[src/rtl/fcode_alu_pkg.sv]
package fcode_alu_pkg;

  // Function code, bit 4 down to bit 0
  typedef struct packed {
    logic       sub;
    logic [1:0] bsel;
    logic       shft;
    logic       math;
  } fcode_t;

  localparam logic [1:0] BSEL_AND  = 2'b00;
  localparam logic [1:0] BSEL_OR   = 2'b01;
  localparam logic [1:0] BSEL_XOR  = 2'b10;
  localparam logic [1:0] BSEL_NOR  = 2'b11;
  localparam logic [1:0] BSEL_SHNO = 2'b01; // no shift assigned

endpackage

[src/rtl/fcode_alu_addsub.sv]
module fcode_alu_addsub #(
  parameter int W = 32
) (
  input  logic [W-1:0] op_a,
  input  logic [W-1:0] op_b,
  input  logic         do_sub,
  output logic [W-1:0] sum,
  output logic         neg,
  output logic         ovf,
  output logic         cout
);

  logic [W-1:0] b_eff;
  logic [W:0]   wide;

  assign b_eff = op_b ^ {W{do_sub}};
  assign wide  = {1'b0, op_a} + {1'b0, b_eff} + {{W{1'b0}}, do_sub};
  assign sum   = wide[W-1:0];
  assign cout  = wide[W];
  assign neg   = wide[W-1];
  // Overflow when both addends share a sign that the sum does not
  assign ovf   = (op_a[W-1] == b_eff[W-1]) && (wide[W-1] != op_a[W-1]);

endmodule

[src/rtl/fcode_alu_shift.sv]
module fcode_alu_shift #(
  parameter int W  = 32,
  parameter int SW = $clog2(W)
) (
  input  logic [W-1:0]  val,
  input  logic [SW-1:0] amt,
  input  logic          go_right,
  input  logic          arith,
  output logic [W-1:0]  shifted
);

  logic [W-1:0] st [SW+1];
  logic         fill;

  assign fill  = arith & val[W-1];
  assign st[0] = val;

  // One stage per amount bit, each moving by a power of two
  for (genvar k = 0; k < SW; k++) begin : g_stage
    localparam int D = 1 << k;
    assign st[k+1] = !amt[k]  ? st[k] :
                     go_right ? {{D{fill}}, st[k][W-1:D]} :
                                {st[k][W-1-D:0], {D{1'b0}}};
  end

  assign shifted = st[SW];

endmodule

[src/rtl/fcode_alu_logic.sv]
module fcode_alu_logic #(
  parameter int W = 32
) (
  input  logic [W-1:0] op_a,
  input  logic [W-1:0] op_b,
  input  logic [1:0]   bsel,
  output logic [W-1:0] q
);

  import fcode_alu_pkg::*;

  // Bit slices are independent: a 4:1 choice per position
  for (genvar i = 0; i < W; i++) begin : g_bit
    assign q[i] = (bsel == BSEL_AND) ? (op_a[i] & op_b[i]) :
                  (bsel == BSEL_OR)  ? (op_a[i] | op_b[i]) :
                  (bsel == BSEL_XOR) ? (op_a[i] ^ op_b[i]) :
                                       ~(op_a[i] | op_b[i]);
  end

endmodule

[src/rtl/fcode_alu.sv]
module fcode_alu #(
  parameter int W = 32
) (
  input  logic         clk,
  input  logic         rst,
  input  logic [W-1:0] a_i,
  input  logic [W-1:0] b_i,
  input  logic [4:0]   fn_i,
  output logic [W-1:0] res_o,
  output logic         z_o,
  output logic         n_o,
  output logic         v_o,
  output logic         c_o
);

  import fcode_alu_pkg::*;

  localparam int SW = $clog2(W);

  fcode_t       f;
  logic [W-1:0] sum, sh_out, lg_out, res_d;
  logic         neg, ovf, cout, lt_bit;

  assign f = fcode_t'(fn_i);

  fcode_alu_addsub #(.W(W)) u_addsub (
    .op_a(a_i), .op_b(b_i), .do_sub(f.sub),
    .sum(sum), .neg(neg), .ovf(ovf), .cout(cout)
  );

  fcode_alu_shift #(.W(W), .SW(SW)) u_shift (
    .val(b_i), .amt(a_i[SW-1:0]), .go_right(f.bsel[1]), .arith(f.bsel[0]),
    .shifted(sh_out)
  );

  fcode_alu_logic #(.W(W)) u_logic (
    .op_a(a_i), .op_b(b_i), .bsel(f.bsel), .q(lg_out)
  );

  // Signed less-than from N xor V, unsigned from a clear carry
  assign lt_bit = f.bsel[0] ? ~cout : (neg ^ ovf);

  always_comb begin
    res_d = '0;
    if (f.math) begin
      if (!f.shft)    res_d = sum;
      else if (f.sub) res_d = {{(W-1){1'b0}}, lt_bit};
    end else if (f.shft) begin
      if (f.bsel != BSEL_SHNO) res_d = sh_out;
    end else begin
      res_d = lg_out;
    end
  end

  always_ff @(posedge clk) begin
    if (rst) begin
      res_o <= '0;
      z_o   <= 1'b1;
      n_o   <= 1'b0;
      v_o   <= 1'b0;
      c_o   <= 1'b0;
    end else begin
      res_o <= res_d;
      z_o   <= (res_d == '0);
      n_o   <= neg;
      v_o   <= ovf;
      c_o   <= cout;
    end
  end

  // Assertions
  p_reset_vals_r1: assert property (@(posedge clk)
    rst |=> (res_o == '0 && z_o && !n_o && !v_o && !c_o));

  p_add_r2: assert property (@(posedge clk) disable iff (rst)
    (fn_i == 5'h01) |=> (res_o == $past(a_i) + $past(b_i)));

  p_sub_r2: assert property (@(posedge clk) disable iff (rst)
    (fn_i == 5'h11) |=> (res_o == $past(a_i) - $past(b_i)));

  p_cmp_narrow_r3: assert property (@(posedge clk) disable iff (rst)
    (fn_i[4] && fn_i[1] && fn_i[0]) |=> (res_o[W-1:1] == '0));

  p_ltu_r3: assert property (@(posedge clk) disable iff (rst)
    (fn_i[4] && fn_i[2] && fn_i[1] && fn_i[0])
      |=> (res_o[0] == ($past(a_i) < $past(b_i))));

  p_nor_r5: assert property (@(posedge clk) disable iff (rst)
    (fn_i[3:0] == 4'b1100) |=> (res_o == ~($past(a_i) | $past(b_i))));

  p_undef_r9: assert property (@(posedge clk) disable iff (rst)
    (!fn_i[4] && fn_i[1] && fn_i[0]) |=> (res_o == '0));

  p_zero_flag_r7: assert property (@(posedge clk) disable iff (rst)
    z_o == (res_o == '0));

endmodule

[config.mk]
export PLATFORM = sky130hd
export DESIGN_NAME = fcode_alu
export DESIGN_NICKNAME = d
export VERILOG_FILES = /design/src/rtl/fcode_alu_pkg.sv /design/src/rtl/fcode_alu_addsub.sv /design/src/rtl/fcode_alu_shift.sv /design/src/rtl/fcode_alu_logic.sv /design/src/rtl/fcode_alu.sv
export SDC_FILE = /design/constraint.sdc
export NUM_CORES = 1
export LEC_CHECK = 0
export BUFFER_PORTS_ARGS = -buffer_cell sky130_fd_sc_hd__buf_4
export CELL_PAD_IN_SITES_DETAIL_PLACEMENT = 0
export CELL_PAD_IN_SITES_GLOBAL_PLACEMENT = 1
export CORE_AREA = 4 4 218 114
export CTS_CLUSTER_SIZE = 12
export DETAILED_ROUTE_END_ITERATION = 10
export DIE_AREA = 0 0 222 118
export PLACE_DENSITY_LB_ADDON = 0.1
export SYNTH_ARGS = -nofsm -noshare
export SYNTH_HDL_FRONTEND = slang
export SYNTH_SLANG_ARGS = --single-unit
[constraint.sdc]
create_clock -name clk -period 4.6 [get_ports clk]
set_input_delay 0.23 -clock clk [delete_from_list [all_inputs] [get_ports clk]]
set_output_delay 0.23 -clock clk [all_outputs]
set_load 0.02 [all_outputs]
==> results.sh <==
export IMPL_initial_core_util=0.448
export IMPL_fin_crit_ns=4.17
export IMPL_grt_pass1_wl_microns=75900
export IMPL_drt_first_pass_iters=7
export IMPL_post_cts_resize_count=0
export IMPL_ctsHoldBuffers=0
export IMPL_synth_compound_area_share=0.327
export IMPL_ys_flop_type="dfxtp_1"
export IMPL_synth_warnings=0
export IMPL_grtUsageTotal=0.373
export IMPL_wirelength_microns=51600
export IMPL_ctsRootBufferMaster="clkbuf_16"
export IMPL_p_seq_frac=0.141
export IMPL_place_ws_ns=0.355
export IMPL_startpoint="fn_i[4]"
export IMPL_drtAntennaViolNets=0
export IMPL_comb_power_share=0.666
export IMPL_final_setup_viol_count=0
export IMPL_synth_xor_area_share=0.0717
export IMPL_synth_adder_area_share=0.123
export IMPL_fp_dieH_microns=118
export IMPL_worst_setup_path_type="input port to flip-flop"
export IMPL_drv_slew=0
export IMPL_seq_area_frac_synth=0.0711
export IMPL_hold_path_endpoint="v_o"
export IMPL_fin_tns_setup_ns=0
export IMPL_grt_max_degree=46
export IMPL_overflow=0
export IMPL_crit_slowest_cell="o221ai_1"
export IMPL_max_slew_worst_pin_slew_ns=1.03
export IMPL_maxSlewHeadroom=0.313
export IMPL_syn_inst=1454
export IMPL_avgSynthCellArea_sq_um=6.97
export IMPL_fin_cells=1815
export IMPL_first_global_vias=11400
export IMPL_synth_most_common_cell="nor2_1"
export IMPL_synth_top_family_by_area="compound AO/OA/AOI/OAI gates"
export IMPL_hp_class="input port to flip-flop"
export IMPL_wl_per_cell_microns=28.4
export IMPL_max_stage_delay_ns=0.67
export IMPL_muxShareOfSynthArea=0.114
export IMPL_required_ns=4.82
export IMPL_io_pins=107
export IMPL_htreeDepth=2
export IMPL_holdPathStages=3
export IMPL_drive_gt1_frac=0.157
export IMPL_hold_start="a_i[31]"
export IMPL_std_cell_rows=39
export IMPL_fmax_ghz=0.240
export IMPL_ys_async_sr_fraction=0
export IMPL_core_sq_mm=0.0226
export IMPL_maxCapViolations=0
export IMPL_grt_setup_unrepaired="false"
export IMPL_finish_utilization=0.507
export IMPL_die_x_microns=222
export IMPL_cts_tree="done"
export IMPL_synth_nets=1624
export IMPL_place_congestion=1.11
export IMPL_status="completed"
export IMPL_synth_cell_type_count=99
export IMPL_synthSimpleGateAreaFrac=0.194
export IMPL_cp_num_buf_inv=1
export IMPL_synth_edf_count=0
export IMPL_whs_ns=0.264
export IMPL_syn_area_sq_mm=0.0101
export IMPL_antenna_found_initial=2
export IMPL_crit_path_end_kind="flip-flop"
export IMPL_final_hold_violation_count=0
export IMPL_drt_initial_drc_count=1996
export IMPL_numCtsBuffers=5
export IMPL_startpoint_type="input port"
export IMPL_vias_per_cell=6.81
export IMPL_cts_setup_buffers=0
export IMPL_post_synth_top_area_cell="ha_1"
export IMPL_peakVddDrop_uv=392
export IMPL_dpl_hpwl_microns=40700
export IMPL_dp_cells=1807
export IMPL_netlist_top_cells_area="ha_1 (12%), mux2i_1 (7.9%), dfxtp_1 (7.1%)"
export IMPL_drc=0
export IMPL_synth_seq_cells=36
export IMPL_finalWorstSetupSlack_ns=0.432
export IMPL_place_port_buffers=106
export IMPL_min_period_over_period=0.906
export IMPL_antenna_cells=0
export IMPL_area_growth_syn_to_layout_pct=13.1
export IMPL_leakage_nw=5.14
export IMPL_vias=12400
export IMPL_path_clk_slew_ns=0.05
export IMPL_clk_path_buf_depth=2
export IMPL_swShare=0.484
export IMPL_worst_path_max_fanout=15
export IMPL_arrival_ns=4.39
export IMPL_p_int_w=0.00130
export IMPL_clkSinkCount=36
export IMPL_cp_cell_sequence="buf_4, xor2_1, ha_1, a21oi_1, o211a_1, o221ai_1, a21oi_1, o221ai_1, o22ai_2, nand4_1, o41ai_1, a2111oi_0, nor3b_1, a41o_1"
export IMPL_cpLargestDelayFamily="compound AO/OA/AOI/OAI gates"
export IMPL_nets=1677
export IMPL_powerDensity_mw_per_mm2=219
export IMPL_die_area_sq_mm=0.0262
export IMPL_p_switching_w=0.00122
export IMPL_synth_top_area_frac=0.121
export IMPL_pwr_share_clk=0.193
export IMPL_synth_commonest_cells="nor2_1 (136), a21oi_1 (128), nand2_1 (119)"
==> cell usage in the layout, fill, tap and decap left out, drive strengths merged, types with 6 or more instances in the layout <==
cell type | synthesis | final
a221oi | 10 | 10
and2 | 6 | 6
xor2 | 57 | 57
o21ai | 79 | 79
nand2 | 120 | 120
nand3 | 25 | 25
a21oi | 129 | 129
o22ai | 38 | 38
dfxtp | 36 | 36
a311oi | 9 | 9
o31ai | 8 | 8
nand2b | 22 | 22
a21o | 14 | 14
buf | 61 | 185
nor2 | 139 | 139
nand4 | 9 | 9
inv | 78 | 78
a211o | 8 | 8
xnor2 | 26 | 26
nor3 | 37 | 37
a2111oi | 7 | 7
o221ai | 21 | 21
clkbuf | 79 | 6
nor2b | 34 | 34
mux2i | 80 | 80
ha | 98 | 98
a31oi | 19 | 19
o2111ai | 8 | 8
o211ai | 25 | 25
mux2 | 21 | 21
a211oi | 48 | 48
==> cells by family after synthesis <==
| family | Yosys count |
|---|---|
| buffers and inverters | 221 |
| xor gates and xnor gates | 83 |
| adders and majority gates | 99 |
| and+or+nand+nor | 421 |
| muxes | 106 |
| AOI/OAI and AO/OA | 488 |
| DFF | 36 |
==> layer usage <==
| metal | part of all wire | track usage | up-vias |
|---|---|---|---|
| met5 | 0.0011 | 0.0133 | - |
| met4 | 0.026 | 0.0712 | 4 |
| met3 | 0.16 | 0.145 | 114 |
| met2 | 0.38 | 0.512 | 965 |
| met1 | 0.43 | 0.547 | 5845 |
| li1 | - | - | 5435 |
==> cell type report <==
cell class	count	area, sq um
Clock buffer	5	125
Clock inverter	3	90.1
Fill cell	2341	11200
Inverter	81	304
Multi-Input combinational cell	1197	8420
Sequential cell	36	721
Tap cell	307	384
Timing Repair Buffer	186	1430
==> stage by stage <==
stage	power, W	instance area, sq um
floorplan	0.00137	10100
global placement	0.00194	11300
detailed placement	0.00195	11300
CTS	0.00245	11500
global route	0.00263	11500
finish	0.00252	11500
==> power groups by stage <==
stage | clock (W) | combinational (W) | sequential [W]
2_1_floorplan | 0 | 0.000972 | 0.000402
3_5_place_dp | 0 | 0.00159 | 0.000360
6_report | 0.000486 | 0.00168 | 0.000354
4_1_cts | 0.000491 | 0.00160 | 0.000354
5_1_grt | 0.000503 | 0.00177 | 0.000357
3_3_place_gp | 0 | 0.00158 | 0.000359
==> state kept, by name, indices dropped and copies added (netlist names) <==
register	cells
c_o	1
n_o	1
res_o	32
v_o	1
z_o	1
==> how the worst max path moves through the flow <==
stage / endpoint / slack [ns] / cells past startpoint
6_report: z_o / 0.43 / 14
4_1_cts: z_o / 0.62 / 15
5_1_grt: z_o / 0.24 / 15
3_3_place_gp: z_o / 0.56 / 13
2_1_floorplan: z_o / 0.98 / 15
3_5_place_dp: z_o / 0.35 / 15
Power figures use the tool's default switching activity.
